[config.mk]
export PLATFORM = sky130hd
export DESIGN_NAME = pwm_timer
export DESIGN_NICKNAME = d
export VERILOG_FILES = /design/src/rtl/pwm_timer_pkg.sv /design/src/rtl/pwm_timer_regs.sv /design/src/rtl/pwm_timer_core.sv /design/src/rtl/pwm_timer.sv
export SDC_FILE = /design/constraint.sdc
export NUM_CORES = 1
export LEC_CHECK = 0
export ABC_AREA = 1
export ABC_CLOCK_PERIOD_IN_PS = 5950
export BUFFER_PORTS_ARGS = -buffer_cell sky130_fd_sc_hd__buf_2
export CORE_MARGIN = 2
export CORE_UTILIZATION = 55
export CTS_CLUSTER_DIAMETER = 30
export DETAILED_ROUTE_END_ITERATION = 7
export PLACE_DENSITY = 0.75
export SLEW_MARGIN = 0
export SYNTH_ARGS = -nofsm -noshare
export SYNTH_HDL_FRONTEND = slang
export SYNTH_SLANG_ARGS = --single-unit
export TNS_END_PERCENT = 30
[constraint.sdc]
create_clock -name clk -period 5.95 [get_ports clk]
set_input_delay 0.595 -clock clk [delete_from_list [all_inputs] [get_ports clk]]
set_output_delay 0.595 -clock clk [all_outputs]
set_load 0.005 [all_outputs]
[src/rtl/pwm_timer_pkg.sv]
package pwm_timer_pkg;
  localparam logic [7:0] OFF_CFG   = 8'h10;
  localparam logic [7:0] OFF_STAT  = 8'h14;
  localparam logic [7:0] OFF_MODE  = 8'h24;
  localparam logic [7:0] OFF_CNT   = 8'h28;
  localparam logic [7:0] OFF_LOAD  = 8'h2C;
  localparam logic [7:0] OFF_TRIG  = 8'h30;
  localparam logic [7:0] OFF_CMP   = 8'h38;
  localparam logic [7:0] OFF_SICR  = 8'h40;

  localparam int MODE_RUN = 0;
  localparam int MODE_AR  = 1;
  localparam int MODE_CE  = 6;
  localparam int MODE_TRG = 10;
  localparam int MODE_PT  = 12;
  localparam int CFG_SRST = 1;
  localparam int CFG_EMU  = 5;
  localparam int SICR_SRST = 1;

  typedef struct packed {
    logic       clear;
    logic       cntWr;
    logic       trgLoad;
    logic       run;
    logic       autoReload;
    logic       cmpEn;
    logic [1:0] trigSel;
    logic       toggle;
  } core_cmd_t;
endpackage

[src/rtl/pwm_timer_regs.sv]
module pwm_timer_regs
  import pwm_timer_pkg::*;
#(
  parameter int DW     = 32,
  parameter int ADDR_W = 8
) (
  input  logic              clk,
  input  logic              rstN,
  input  logic [ADDR_W-1:0] busAddr,
  input  logic              busWe,
  input  logic [DW-1:0]     busWdata,
  input  logic [DW-1:0]     countVal,
  input  logic              oneShotDone,
  output logic [DW-1:0]     busRdata,
  output core_cmd_t         cmd,
  output logic [DW-1:0]     loadQ,
  output logic [DW-1:0]     cmpQ
);
  logic       selCfg, selStat, selMode, selCnt, selLoad, selTrig, selCmp, selSicr;
  logic       softRst;
  logic       runQ, arQ, ceQ, ptQ, emuQ, doneQ;
  logic [1:0] trgQ;

  assign selCfg  = busAddr == ADDR_W'(OFF_CFG);
  assign selStat = busAddr == ADDR_W'(OFF_STAT);
  assign selMode = busAddr == ADDR_W'(OFF_MODE);
  assign selCnt  = busAddr == ADDR_W'(OFF_CNT);
  assign selLoad = busAddr == ADDR_W'(OFF_LOAD);
  assign selTrig = busAddr == ADDR_W'(OFF_TRIG);
  assign selCmp  = busAddr == ADDR_W'(OFF_CMP);
  assign selSicr = busAddr == ADDR_W'(OFF_SICR);

  assign softRst = busWe && ((selCfg && busWdata[CFG_SRST]) ||
                             (selSicr && busWdata[SICR_SRST]));

  always_ff @(posedge clk or negedge rstN) begin
    if (!rstN) begin
      runQ <= 1'b0; arQ <= 1'b0; ceQ <= 1'b0; ptQ <= 1'b0;
      trgQ <= 2'd0; emuQ <= 1'b0; doneQ <= 1'b0;
      loadQ <= '0; cmpQ <= '0;
    end else begin
      doneQ <= !softRst;
      if (softRst) begin
        runQ <= 1'b0; arQ <= 1'b0; ceQ <= 1'b0; ptQ <= 1'b0;
        trgQ <= 2'd0; emuQ <= 1'b0;
        loadQ <= '0; cmpQ <= '0;
      end else begin
        if (oneShotDone) runQ <= 1'b0;
        if (busWe) begin
          if (selMode) begin
            runQ <= busWdata[MODE_RUN];
            arQ  <= busWdata[MODE_AR];
            ceQ  <= busWdata[MODE_CE];
            trgQ <= busWdata[MODE_TRG+1:MODE_TRG];
            ptQ  <= busWdata[MODE_PT];
          end
          if (selLoad) loadQ <= busWdata;
          if (selCmp)  cmpQ  <= busWdata;
          if (selCfg)  emuQ  <= busWdata[CFG_EMU];
        end
      end
    end
  end

  always_comb begin
    cmd            = '0;
    cmd.clear      = softRst;
    cmd.cntWr      = busWe && selCnt && !softRst;
    cmd.trgLoad    = busWe && selTrig && !softRst;
    cmd.run        = runQ;
    cmd.autoReload = arQ;
    cmd.cmpEn      = ceQ;
    cmd.trigSel    = trgQ;
    cmd.toggle     = ptQ;
  end

  always_comb begin
    busRdata = '0;
    if (selCfg)  busRdata[CFG_EMU] = emuQ;
    if (selStat) busRdata[0] = doneQ;
    if (selMode) begin
      busRdata[MODE_RUN] = runQ;
      busRdata[MODE_AR]  = arQ;
      busRdata[MODE_CE]  = ceQ;
      busRdata[MODE_TRG+1:MODE_TRG] = trgQ;
      busRdata[MODE_PT]  = ptQ;
    end
    if (selCnt)  busRdata = countVal;
    if (selLoad) busRdata = loadQ;
    if (selCmp)  busRdata = cmpQ;
  end

  // status reads not-done in the cycle after a soft reset
  a_r9_status_low: assert property (@(posedge clk) disable iff (!rstN)
    softRst |=> !doneQ);
  // a one-shot overflow stops counting unless software rewrites the mode
  a_r4_run_cleared: assert property (@(posedge clk) disable iff (!rstN)
    (oneShotDone && !(busWe && selMode)) |=> !runQ);
  // configuration write without the reset bit keeps load intact
  a_r10_cfg_no_clear: assert property (@(posedge clk) disable iff (!rstN)
    (busWe && selCfg && !busWdata[CFG_SRST]) |=> $stable(loadQ));
endmodule

[src/rtl/pwm_timer_core.sv]
module pwm_timer_core
  import pwm_timer_pkg::*;
#(
  parameter int DW = 32
) (
  input  logic          clk,
  input  logic          rstN,
  input  logic          tickEn,
  input  core_cmd_t     cmd,
  input  logic [DW-1:0] wrData,
  input  logic [DW-1:0] loadVal,
  input  logic [DW-1:0] cmpVal,
  output logic [DW-1:0] countQ,
  output logic          pwmQ,
  output logic          oneShotDone
);
  localparam logic [DW-1:0] TOP = '1;

  logic tickRun, atTop, ovfEvt, cmpEvt, evtSel;

  assign tickRun     = tickEn && cmd.run;
  assign atTop       = countQ == TOP;
  assign ovfEvt      = tickRun && atTop;
  assign cmpEvt      = tickRun && cmd.cmpEn && (countQ == cmpVal);
  assign oneShotDone = ovfEvt && !cmd.autoReload;

  always_comb begin
    unique case (cmd.trigSel)
      2'd0:    evtSel = 1'b0;
      2'd1:    evtSel = ovfEvt;
      default: evtSel = ovfEvt || cmpEvt;
    endcase
  end

  always_ff @(posedge clk or negedge rstN) begin
    if (!rstN) begin
      countQ <= '0;
      pwmQ   <= 1'b0;
    end else begin
      if (cmd.clear)        countQ <= '0;
      else if (cmd.cntWr)   countQ <= wrData;
      else if (cmd.trgLoad) countQ <= loadVal;
      else if (tickRun) begin
        if (!atTop)              countQ <= countQ + 1'b1;
        else if (cmd.autoReload) countQ <= loadVal;
      end

      if (cmd.clear)       pwmQ <= 1'b0;
      else if (cmd.toggle) pwmQ <= pwmQ ^ evtSel;
      else                 pwmQ <= evtSel;
    end
  end

  // without a running tick or bus write the count holds
  a_r2_hold: assert property (@(posedge clk) disable iff (!rstN)
    (!tickRun && !cmd.clear && !cmd.cntWr && !cmd.trgLoad) |=> $stable(countQ));
  // auto-reload overflow restores the load value
  a_r3_reload: assert property (@(posedge clk) disable iff (!rstN)
    (tickRun && atTop && cmd.autoReload && !cmd.clear && !cmd.cntWr && !cmd.trgLoad)
    |=> countQ == $past(loadVal));
  // one-shot overflow leaves the count at all-ones
  a_r4_stop_at_top: assert property (@(posedge clk) disable iff (!rstN)
    (oneShotDone && !cmd.clear && !cmd.cntWr && !cmd.trgLoad) |=> countQ == TOP);
  // pulse mode with no trigger source never raises the pin
  a_r6_no_source: assert property (@(posedge clk) disable iff (!rstN)
    (!cmd.toggle && cmd.trigSel == 2'd0) |=> !pwmQ);
  // toggle mode keeps its level between events
  a_r7_toggle_hold: assert property (@(posedge clk) disable iff (!rstN)
    (cmd.toggle && !evtSel && !cmd.clear) |=> $stable(pwmQ));
  // soft reset zeroes count and pin
  a_r9_clear: assert property (@(posedge clk) disable iff (!rstN)
    cmd.clear |=> (countQ == '0 && !pwmQ));
endmodule

[src/rtl/pwm_timer.sv]
module pwm_timer
  import pwm_timer_pkg::*;
#(
  parameter int DW     = 32,
  parameter int ADDR_W = 8
) (
  input  logic              clk,
  input  logic              rstN,
  input  logic              tickEn,
  input  logic [ADDR_W-1:0] busAddr,
  input  logic              busWe,
  input  logic [DW-1:0]     busWdata,
  output logic [DW-1:0]     busRdata,
  output logic              pwmOut
);
  core_cmd_t     cmd;
  logic [DW-1:0] countVal, loadVal, cmpVal;
  logic          oneShotDone;

  pwm_timer_regs #(.DW(DW), .ADDR_W(ADDR_W)) u_regs (
    .clk(clk), .rstN(rstN), .busAddr(busAddr), .busWe(busWe),
    .busWdata(busWdata), .countVal(countVal), .oneShotDone(oneShotDone),
    .busRdata(busRdata), .cmd(cmd), .loadQ(loadVal), .cmpQ(cmpVal)
  );

  pwm_timer_core #(.DW(DW)) u_core (
    .clk(clk), .rstN(rstN), .tickEn(tickEn), .cmd(cmd), .wrData(busWdata),
    .loadVal(loadVal), .cmpVal(cmpVal), .countQ(countVal), .pwmQ(pwmOut),
    .oneShotDone(oneShotDone)
  );
endmodule

==> flow_summary_export.csv <==
group,metric,value,unit
sta,finalSetupViolCount,0,
sta,pins_over_slew_limit,0,
place,buffer_ports.inserted,76,
clock_tree,cts_tree,"built",
layout,drive_gt1_share,15.2,%
place,place.gp.congestion,0.992,
synthesis,ys_dominant_reg_cell,"dfrtp_1",
sta,final.min_clock_period,3.26,ns
layout,postLayoutCoreUtil,60.8,%
pwr,leakagePower,3.86,nW
worst_setup_path,critPathBufInv,4,
worst_setup_path,reg2reg_setup_slack,3.14,ns
worst_setup_path,arrival,2.66,ns
clock_tree,cts_setup_buffers,0,
detailed_routing,drtIter0Drc,743,
sta,report.final.hold_viol_count,0,
synthesis,syn_area_cell,6.70,sq um
sta,worst_pin_slew,1.13,ns
grt,grt_start_max_net_pins,65,
floorplanning,die_y,119,microns
clock_tree,clk_latency,0.36,ns
worst_setup_path,timing.critical_path.required,5.36,ns
worst_setup_path,cp_max_fo,30,
worst_setup_path,slowest_delay,0.88,ns
grt,grt_overflow,0,
pwr,power.density,222,nW/um^2
hold_path,hold_path_class,"input pin to asynchronous set/reset pin",
grt,grt_pass1_wl,35200,microns
grt,global_router_s_overall_resource_usage,31.4,%
synthesis,yosysTopAreaCellShare,36.1,%
floorplanning,core,13100,sq um
synthesis,netlist_area_before_placement,7290,sq um
layout,layout-area-overhead-vs-synth,9.22,%
clock_tree,cts_hold_repair.buffers,0,
sta,timing.final.ws_setup,2.69,ns
detailed_routing,drt_wl_total,21500,microns
pwr,vdd_drop_max,180,uV
detailed_routing,route.detailed.drc,0,
clock_tree,tritoncts.num_buffers,9,
sta,tns_setup,0,ns
clock_tree,clkSinkCount,105,
layout,layout.nets,1169,
worst_setup_path,timing.critical_path.cells,"buf_2 -> inv_1 -> nand2_1 -> nor3_4 -> nand2_1 -> inv_1 -> a21oi_1 -> a22oi_1 -> buf_2",
clock_tree,count_of_cells_resized_by_post_cts_repair,0,
sta,timing.final.crit_share,54.7,%
place,placement.setup.worst_slack,2.71,ns
floorplanning,die-area,14200,sq um
floorplanning,placementRows,42,
clock_tree,clk_pin_slew,0.07,ns
clock_tree,max-clock-path-buffers,2,
layout,fillers,1257,
place,place.detailed.hpwl,15100,microns
sta,rsz0062_at_grt,"false",
detailed_routing,via_per_inst,5.63,
detailed_routing,antenna_violating_nets_post_route,0,
sta,max_freq,307,MHz
synthesis,register_bit_count_reported_by_yosys,105,
worst_setup_path,worst-setup-path-type,"input pin to output pin",
sta,slew-limit-headroom,24.8,%
worst_setup_path,critPathTopFamily,"buffers and inverters",
pwr,power.share.switching,27.7,%
pwr,p_clk_share,39.5,%
pwr,power.switching,0.490,mW
detailed_routing,route.vias.total,7344,
sta,skew,0.00880,ns
synthesis,syn_nets,1133,
layout,antenna_cells,0,
worst_setup_path,worst_setup_path_end_kind,"output pin",
synthesis,synth_top_cells_by_area,"dfrtp_1, nand2_1, o21ai_1",
synthesis,edff_count_synth,0,
run,max-cap-violations,0,
detailed_routing,drt_pass1_iterations,5,
synthesis,synth_top_area_cell,"dfrtp_1",
pwr,internal-power,1.28,mW
run_status,run_status,"complete, no violations",
worst_setup_path,worst_path_max_delay_cell,"inv_1",
layout,final_cells,1305,
synthesis,synthCells,1088,
synthesis,synth.lib_cells_used.distinct,42,
floorplanning,floorplan.die.width,119,microns
synthesis,number_of_warnings_reported_in_the_yosys_synthesis_log,0,
grt,grt_pass1_vias,6684,
grt,antenna_found_initial,0,
clock_tree,cts_root_buf,"clkbuf_16",
synthesis,synth.yosys.seq_area_share,36.1,%
floorplanning,floorplan.initialDensity,55.7,%
worst_setup_path,critPathLaunchType,"input pin",
synthesis,ffs_w_async_s_r_synth,100,%
place,numPlacedInstances,1289,
clock_tree,cts-htree-levels,3,
pwr,power.share.sequential,47.4,%
detailed_routing,routed_wire_length_per_instance,16.4,microns
pwr,p_comb_share,13.0,%
floorplanning,io-pin-count,77,
## synth_stat cells, types with 2 or more instances
| cell type | count |
|---|---|
| nor2_4 | 6 |
| xor2_1 | 9 |
| o22ai_1 | 4 |
| buf_2 | 21 |
| nor2_2 | 25 |
| nand2_2 | 6 |
| nor3_4 | 2 |
| o21ai_0 | 13 |
| nand3_4 | 2 |
| a21oi_1 | 41 |
| xnor2_1 | 16 |
| buf_12 | 2 |
| nand4_2 | 2 |
| nand3_1 | 77 |
| or2_1 | 2 |
| o21ai_1 | 90 |
| o211ai_1 | 20 |
| inv_2 | 19 |
| nand2_4 | 5 |
| or2_2 | 6 |
| nor3_1 | 10 |
| buf_1 | 4 |
| nor2_1 | 101 |
| nand2_1 | 383 |
| nand4_1 | 8 |
| clkbuf_1 | 19 |
| buf_6 | 2 |
| o2111ai_1 | 4 |
| buf_4 | 5 |
| dfrtp_1 | 105 |
| nand2_8 | 2 |
| inv_1 | 67 |
## sequential cells by signal, summed over array words and instances (netlist names)
| register | cells |
|---|---|
| u_regs.runQ | 1 |
| u_regs.arQ | 1 |
| u_regs.doneQ | 1 |
| u_core.countQ | 32 |
| u_regs.cmpQ | 32 |
| u_regs.ceQ | 1 |
| u_regs.ptQ | 1 |
| u_regs.loadQ | 32 |
| u_core.pwmQ | 1 |
| u_regs.emuQ | 1 |
| u_regs.trgQ | 2 |
## per-layer routing
| metal | vias to the layer above | wire length, microns | global-route usage, % |
|---|---|---|---|
| met1 | 3427 | 9860 | 45.3 |
| li1 | 3577 | - | - |
| met2 | 300 | 9660 | 48.8 |
| met4 | 0 | 493 | 10.9 |
| met5 | - | 0 | 0 |
| met3 | 40 | 1460 | 3.83 |
## cell families (layout without fill, tap and decap cells)
family	count (synthesis)	in the layout	share of synthesized area, %
and+or+nand+nor	640	640	39.0
xor gates and xnor gates	25	25	3.00
DFF	105	105	36.1
AOI/OAI and AO/OA	176	176	13.2
adders and majority gates	1	1	0.172
buffers and inverters	141	182	8.57
## final timing paths
check | to | start | cells after the start
worst max-delay path | busRdata[3] | busAddr[0] | 9
worst min-delay path | u_regs.cmpQ[13] | rstN | 1
max in group asynchronous | u_core.countQ[26] | rstN | 2
worst max register to register | u_core.countQ[22] | u_core.countQ[0] | 12
min in group clk | u_regs.loadQ[7] | u_regs.loadQ[7] | 2
worst min register to register | u_regs.loadQ[7] | u_regs.loadQ[7] | 2
## stage by stage
stage	hold slack (ns)	cell area, sq um	power, mW
floorplan	0.299	7290	0.987
global placement	0.475	7610	1.07
detailed placement	0.482	7610	1.08
CTS	0.235	7960	1.77
global route	0.261	7960	1.84
finish	0.213	7960	1.77
## placed cells by master (no fill, tap or decap), types with 8 or more instances in the layout
cell type	Yosys	final
dfrtp_1	105	105
nor3_1	10	10
nor2_1	101	101
nor2_2	25	25
buf_2	21	75
o21ai_1	90	90
nand3_1	77	77
a21oi_1	41	41
inv_2	19	19
xnor2_1	16	16
xor2_1	9	9
o211ai_1	20	20
nand2_1	383	383
o21ai_0	13	13
nand4_1	8	8
inv_1	67	67
clkbuf_16	0	9
## layout make-up
cell class | instances | area [sq um] | area share [%]
Multi-Input combinational cell | 842 | 4040 | 50.7
Sequential cell | 105 | 2630 | 33.0
Timing Repair Buffer | 78 | 398 | 5.00
Clock inverter | 5 | 103 | 1.29
Tap cell | 176 | 220 | 2.77
Clock buffer | 11 | 243 | 3.05
Inverter | 88 | 333 | 4.18
## power groups by stage
| stage | Clock, mW | Combinational (mW) | Sequential, mW |
|---|---|---|---|
| floorplan | 0 | 0.170 | 0.817 |
| global placement | 0 | 0.223 | 0.848 |
| detailed placement | 0 | 0.227 | 0.849 |
| CTS | 0.702 | 0.229 | 0.836 |
| global route | 0.727 | 0.264 | 0.847 |
| finish | 0.699 | 0.231 | 0.839 |
Note: power is estimated with default switching activity, not from simulation.
